===== src/rtl/ebc_pkg.sv =====
package ebc_pkg;
  typedef enum logic [1:0] {
    ST_IDLE = 2'd0,
    ST_ADDR = 2'd1,
    ST_DATA = 2'd2
  } ebc_state_e;

  localparam logic [1:0] WID_PIN = 2'b11;
  localparam logic [1:0] WID_8   = 2'b01;
  localparam logic [1:0] WID_BAD = 2'b00;
  localparam logic [2:0] WLIM_INF = 3'b111;
  localparam logic [1:0] TMODE_FORCED = 2'b00;
endpackage


===== src/rtl/ebc_width.sv =====
module ebc_width
  import ebc_pkg::*;
(
  input  logic [1:0] cfg_width,
  input  logic       pin,
  output logic       wide,
  output logic       illegal
);
  always_comb begin
    case (cfg_width)
      WID_PIN: wide = pin;
      WID_8:   wide = 1'b0;
      default: wide = 1'b1;
    endcase
    illegal = (cfg_width == WID_BAD);
  end
endmodule


===== src/rtl/ebc_wait.sv =====
module ebc_wait
  import ebc_pkg::*;
#(
  parameter int CNT_W = 2
) (
  input  logic       clk,
  input  logic       rst_n,
  input  logic       clr,
  input  logic       step,
  input  logic       force_en,
  input  logic [2:0] lim_code,
  input  logic       ready,
  output logic       stay
);
  logic             forced_q;
  logic [CNT_W-1:0] rw_q;
  logic [CNT_W-1:0] lim_n;
  logic             lim_inf;
  logic             need_force;
  logic             rdy_wait;

  always_comb begin
    lim_inf    = (lim_code == WLIM_INF);
    lim_n      = lim_code[2] ? CNT_W'(3) : CNT_W'(lim_code[1:0]);
    need_force = force_en && !forced_q;
    rdy_wait   = !ready && (lim_inf || (rw_q < lim_n));
    stay       = step && (need_force || rdy_wait);
  end

  always_ff @(posedge clk or negedge rst_n) begin
    if (!rst_n) begin
      forced_q <= 1'b0;
      rw_q     <= '0;
    end else if (clr) begin
      forced_q <= 1'b0;
      rw_q     <= '0;
    end else if (step) begin
      if (need_force) begin
        forced_q <= 1'b1;
      end else if (rdy_wait && (rw_q != {CNT_W{1'b1}})) begin
        rw_q <= rw_q + 1'b1;
      end
    end
  end
endmodule


===== src/rtl/ebc_lane.sv =====
module ebc_lane #(
  parameter int DATA_W = 16
) (
  input  logic [1:0]        be,
  input  logic              wide,
  input  logic              half,
  input  logic [DATA_W-2:0] waddr,
  input  logic [DATA_W-1:0] wdata,
  output logic              a0,
  output logic              lo_inc,
  output logic              hi_inc,
  output logic              split,
  output logic [DATA_W-1:0] bus_addr,
  output logic [DATA_W-1:0] bus_wdata
);
  localparam int BYTE_W = DATA_W / 2;

  always_comb begin
    split = !wide && (be == 2'b11);
    if (wide) begin
      a0     = !be[0];
      lo_inc = be[0];
      hi_inc = be[1];
    end else begin
      a0     = split ? half : !be[0];
      lo_inc = !a0;
      hi_inc = a0;
    end
    bus_addr = {waddr, a0};
    if (wide) begin
      bus_wdata = wdata;
    end else begin
      bus_wdata = {bus_addr[DATA_W-1:BYTE_W],
                   a0 ? wdata[DATA_W-1:BYTE_W] : wdata[BYTE_W-1:0]};
    end
  end
endmodule


===== src/rtl/ebc_top.sv =====
module ebc_top
  import ebc_pkg::*;
#(
  parameter int DATA_W = 16
) (
  input  logic              clk,
  input  logic              rst_n,
  input  logic              req_valid,
  input  logic [DATA_W-2:0] req_addr,
  input  logic [DATA_W-1:0] req_wdata,
  input  logic [1:0]        req_be,
  input  logic              req_write,
  input  logic              req_fetch,
  output logic              rsp_done,
  output logic [DATA_W-1:0] rsp_rdata,
  input  logic [1:0]        cfg_tmode,
  input  logic [1:0]        cfg_width,
  input  logic [2:0]        cfg_wlimit,
  input  logic              cfg_adv,
  input  logic              cfg_wstrb,
  output logic [DATA_W-1:0] ad_out,
  output logic              ad_oe,
  input  logic [DATA_W-1:0] ad_in,
  output logic              as_o,
  output logic              rd_n,
  output logic              wr_n,
  output logic              bhe_n,
  output logic              inst,
  input  logic              ready,
  input  logic              buswidth,
  output logic              width_err
);
  localparam int BYTE_W = DATA_W / 2;
  localparam int WAIT_W = 2;

  ebc_state_e        st_q, st_d;
  logic [DATA_W-2:0] addr_q;
  logic [DATA_W-1:0] wdata_q;
  logic [DATA_W-1:0] rdata_q;
  logic [1:0]        be_q;
  logic              wr_q, fetch_q, wide_q, half_q, done_q;
  logic              take, in_addr, in_data, in_cyc, stay, fin, last_byte;
  logic              wide_now;
  logic              a0, lo_inc, hi_inc, split;
  logic [DATA_W-1:0] bus_addr, bus_wdata;

  ebc_width u_width (
    .cfg_width (cfg_width),
    .pin       (buswidth),
    .wide      (wide_now),
    .illegal   (width_err)
  );

  ebc_lane #(.DATA_W(DATA_W)) u_lane (
    .be        (be_q),
    .wide      (wide_q),
    .half      (half_q),
    .waddr     (addr_q),
    .wdata     (wdata_q),
    .a0        (a0),
    .lo_inc    (lo_inc),
    .hi_inc    (hi_inc),
    .split     (split),
    .bus_addr  (bus_addr),
    .bus_wdata (bus_wdata)
  );

  ebc_wait #(.CNT_W(WAIT_W)) u_wait (
    .clk      (clk),
    .rst_n    (rst_n),
    .clr      (in_addr),
    .step     (in_data),
    .force_en (cfg_tmode == TMODE_FORCED),
    .lim_code (cfg_wlimit),
    .ready    (ready),
    .stay     (stay)
  );

  assign in_addr   = (st_q == ST_ADDR);
  assign in_data   = (st_q == ST_DATA);
  assign in_cyc    = in_addr || in_data;
  assign take      = (st_q == ST_IDLE) && req_valid && !done_q;
  assign fin       = in_data && !stay;
  assign last_byte = !split || half_q;

  always_comb begin
    st_d = st_q;
    case (st_q)
      ST_IDLE: if (take) st_d = ST_ADDR;
      ST_ADDR: st_d = ST_DATA;
      ST_DATA: if (!stay) st_d = last_byte ? ST_IDLE : ST_ADDR;
      default: st_d = ST_IDLE;
    endcase
  end

  always_ff @(posedge clk or negedge rst_n) begin
    if (!rst_n) begin
      st_q   <= ST_IDLE;
      half_q <= 1'b0;
      done_q <= 1'b0;
    end else begin
      st_q   <= st_d;
      done_q <= fin && last_byte;
      if (take) begin
        half_q <= 1'b0;
      end else if (fin && !last_byte) begin
        half_q <= 1'b1;
      end
    end
  end

  always_ff @(posedge clk) begin
    if (take) begin
      addr_q  <= req_addr;
      wdata_q <= req_wdata;
      be_q    <= (req_be == 2'b00) ? 2'b11 : req_be;
      wr_q    <= req_write;
      fetch_q <= req_fetch;
      wide_q  <= wide_now;
    end
  end

  always_ff @(posedge clk or negedge rst_n) begin
    if (!rst_n) begin
      rdata_q <= '0;
    end else if (take) begin
      rdata_q <= '0;
    end else if (fin && !wr_q) begin
      if (lo_inc) rdata_q[BYTE_W-1:0] <= ad_in[BYTE_W-1:0];
      if (hi_inc) rdata_q[DATA_W-1:BYTE_W] <=
                    wide_q ? ad_in[DATA_W-1:BYTE_W] : ad_in[BYTE_W-1:0];
    end
  end

  always_comb begin
    ad_oe  = in_addr || (in_data && wr_q);
    ad_out = in_addr ? bus_addr : ((in_data && wr_q) ? bus_wdata : '0);
    as_o   = cfg_adv ? !in_cyc : in_addr;
    rd_n   = !(in_data && !wr_q);
    inst   = in_cyc && !wr_q && fetch_q;
    if (cfg_wstrb) begin
      wr_n  = !(in_data && wr_q && (!wide_q || lo_inc));
      bhe_n = !(in_data && wr_q && wide_q && hi_inc);
    end else begin
      wr_n  = !(in_data && wr_q);
      bhe_n = !(in_cyc && wide_q && hi_inc);
    end
  end

  assign rsp_done  = done_q;
  assign rsp_rdata = rdata_q;
endmodule


===== config.mk =====
export PLATFORM = sky130hd
export DESIGN_NAME = ebc_top
export DESIGN_NICKNAME = d
export VERILOG_FILES = /design/src/rtl/ebc_pkg.sv /design/src/rtl/ebc_width.sv /design/src/rtl/ebc_wait.sv /design/src/rtl/ebc_lane.sv /design/src/rtl/ebc_top.sv
export SDC_FILE = /design/constraint.sdc
export NUM_CORES = 1
export LEC_CHECK = 0
export ABC_AREA = 1
export BUFFER_PORTS_ARGS = -buffer_cell sky130_fd_sc_hd__buf_2
export CAP_MARGIN = 5
export CORE_ASPECT_RATIO = 0.9
export CORE_UTILIZATION = 53
export DETAILED_ROUTE_END_ITERATION = 8
export HOLD_SLACK_MARGIN = 0.05
export MAX_ROUTING_LAYER = met4
export PLACE_DENSITY = 0.85
export SLEW_MARGIN = 20
export SYNTH_ARGS = -nofsm -noshare
export SYNTH_HDL_FRONTEND = slang
export SYNTH_SLANG_ARGS = --single-unit

===== constraint.sdc =====
create_clock -name clk -period 4.4 [get_ports clk]
set_input_delay 0.22 -clock clk [delete_from_list [all_inputs] [get_ports clk]]
set_output_delay 0.22 -clock clk [all_outputs]
set_load 0.02 [all_outputs]

==> summary.md <==
| Metric | Value |
|---|---|
| Endpoints failing hold | 0 |
| Max-cap violations | 0 |
| Initial antenna violation count | 0 |
| Fill cells | between 400 and 500 |
| Final Cycle Share | 0.592 |
| Req. time, crit path | 4.18 ns |
| Starting Density | 0.551 |
| Vias | 2,626 |
| Slowest stage cell, crit path | edfxtp_1 |
| Diode count | 0 |
| Final Max Slew Viols | 0 |
| Max IR drop VDD | around 0.37 mV |
| Mapped Avg Cell Area | 9.71 um^2 |
| Count of warnings emitted by yosys | 0 |
| Vias in the first global route | around 2,500 |
| Most common cell after layout, fill and taps aside | buf_2 |
| CP endpoint kind | primary output |
| Setup-failing EPs final | 0 |
| Switch share | 0.415 |
| Die area | a little under 6000 um^2 |
| Clock slew seen by the registers of the worst setup and hold paths | approximately 0.060 ns |
| First-pass GRT wire length | approximately 12,000 um |
| Core footprint | roughly 5300 um^2 |
| Residual DRC count | 0 |
| Detail Placement HPWL | between 4000 and 5000 um |
| CTS H-Tree Depth | 3 |
| Drt pass-1 iters | 4 |
| Psw | between 900 and 1000 uW |
| Hold_sp | req_wdata[9] |
| Post-synth top flop | edfxtp_1 |
| Unrepaired setup endpoints after global routing | no |
| Total internal power | about 1400 uW |
| HP Class | primary input to flop |
| Final Power | 2390 uW |
| CP max stage delay | roughly 0.44 ns |
| Post-layout min period | around 2.6 ns |
| Worst-Margin Slew | between 0.8 and 0.9 ns |
| Lkg Pwr | ~0.0019 uW |
| Logic gate share of total power | 0.421 |
| Crit-path cells | inv_2, nand4_1, nand2_2, nand2_1, inv_6, o21ai_1, o21ai_1, buf_2 |
| Routed length per instance | about 15 um |
| Syn Inst Count | 300 |
| Clock skew | 0.00776 ns |
| Clock Sinks | a little under 60 |
| Wirelength, routed | approximately 7400 um |
| Most used cell, CP | o21ai_1 |
| Die height | about 72 um |
| All-Layer GR Usage | 0.284 |
| Startpoint Class | flop |
| Register area | 1660 um^2 |
| Critical path class | flop to primary output |
| Reg power frac | 0.359 |
| Post-synth EDFFs | 36 |
| Initial drt markers | around 200 |
| FP Rows | 25 |
| R2R Path Start | st_q[0] |
| Crit path DAT | between 2 and 2.5 ns |
| Num CTS Buffers | 9 |
| Vias/cell | roughly 5.3 |
| Worst slew margin | 0.465 |
| Setup total negative slack | 0 ns |
| Clk Latency, worst-skew pair | approximately 0.34 ns |
| Ys async rst share | 0.390 |
| Status | complete, no violations |
| Post-synth top area share | 0.371 |
| Syn-to-layout area delta | 31.4% |
| Post-CTS Resized | 0 |
| NumNets Final | a little under 500 |
| Final ANT Viol Nets | 0 |
| CTS tree | done |
| Clk pwr share | 0.220 |
| Routability cong. | roughly 0.86 |
| Synth Register Bits | between 50 and 60 |
| Commonest cells after routing, fill and taps aside | buf_2, nand2_1, nand3_1 |
| Root Driver | clkbuf_8 |
| Largest net degree at the start of global routing | 55 |
| PortBufs | ~100 |
| Cell family with the largest share of critical-path delay | buffers and inverters |
| Area of the multi-input gates | approximately 1000 um^2 |
| Unique masters post-synth | 30 |
| Worst setup startpoint | wide_q |
| FMAX | between 0.3 and 0.4 GHz |
| Synthesized Nets | about 370 |
| GR Overflow Total | 0 |
| Synth top area cells | edfxtp_1, dfrtp_1, nand2_1 |
| Die Wd | 80.1 um |
| Area leader, netlist | edfxtp_1 |
| Power Dens Cells | roughly 630 nW/um^2 |
| I/O pin total | between 100 and 150 |
| Register area share after synthesis | 0.569 |
| Worst Path Max Fanout | 21 |
| Synthesized cell area | 2910 um^2 |
| Layout cell share with drive strength beyond 1 | 0.315 |
| Worst path bufs/invs | 3 |
| Longest Clk Path Bufs | 2 |
power by group through the flow:
stage	combinational, uW	sequential [uW]	clock [uW]
after detailed placement	988	866	0
after CTS	1010	856	528
after global placement	960	858	0
after global routing	1110	871	554
final	1010	857	527
after floorplan	640	928	0
per-stage QoR:
step	area, um^2	worst slack [ns]	cells	utilization	hold slack (ns)
5_1_grt	3820	1.59	495	0.724	0.0533
6_report	3820	1.79	495	0.724	0.0655
4_1_cts	3820	1.79	495	0.724	0.0509
2_1_floorplan	2910	2.55	300	-	-0.0756
3_3_place_gp	3440	2.15	461	0.650	0.215
3_5_place_dp	3440	2.05	461	0.650	0.225
layer usage:
metal | vias to the layer above | wire length (um) | track usage
met3 | 14 | 419 | 0.0491
met4 | 0 | 182 | 0.129
met5 | - | 0 | -
met1 | 1224 | 3030 | 0.352
li1 | 1263 | - | -
met2 | 125 | 3730 | 0.459
kinds of logic (layout without fill, tap and decap cells):
group,count (synthesis),after routing,share of synthesized area
simple gates,143,143,0.242
flops,59,59,0.569
compound gates,48,48,0.0902
buf+inv,44,172,0.0726
fa+ha+maj,6,6,0.0258
sequential cells by signal (all words and copies together) (netlist names):
signal	cells
wide_q	1
u_wait.forced_q	1
fetch_q	1
rsp_rdata	16
addr_q	15
wdata_q	16
wr_q	1
be_q	2
u_wait.rw_q	2
st_q	2
rsp_done	1
half_q	1
what timing repair did:
action                    in CTS  in global routing
buffers inserted               0                  0
hold endpoints to repair      40                  0
hold buffers                  18                  0
path summary, 6_finish.rpt:
kind / end / slack [ns] / cells past startpoint
min in group asynchronous: rsp_rdata[12] / 0.39 / 2
worst min register to register: rsp_rdata[12] / 0.51 / 2
worst max-delay path: ad_out[0] / 1.79 / 8
worst max register to register: st_q[1] / 2.05 / 9
worst min-delay path: wdata_q[9] / 0.07 / 1
max in group asynchronous: rsp_rdata[1] / 3.65 / 2
area by class of cell:
| type | instances | share of cell area |
|---|---|---|
| multi-input cells | 197 | 0.273 |
| inverters | 34 | 0.0347 |
| repair buffers | 122 | 0.183 |
| clock buffers | 10 | 0.0334 |
| flip-flops and latches | 59 | 0.433 |
| clock inverters | 6 | 0.0209 |
| well taps | 67 | 0.0219 |
synthesized netlist by cell type (3+ instances only):
cell and instances:
edfxtp_1 36, dfrtp_1 23, inv_2 3, nand2_2 3, a211oi_1 8, ha_1 6
nand4_1 3, inv_1 30, nand2_4 3, nor3_1 4, nand3_1 37, buf_4 3
nand2_1 51, a21oi_1 12, o21ai_0 9, buf_2 3, o21ai_1 17, nor2_1 34
Note: power is estimated with default switching activity, not from simulation.
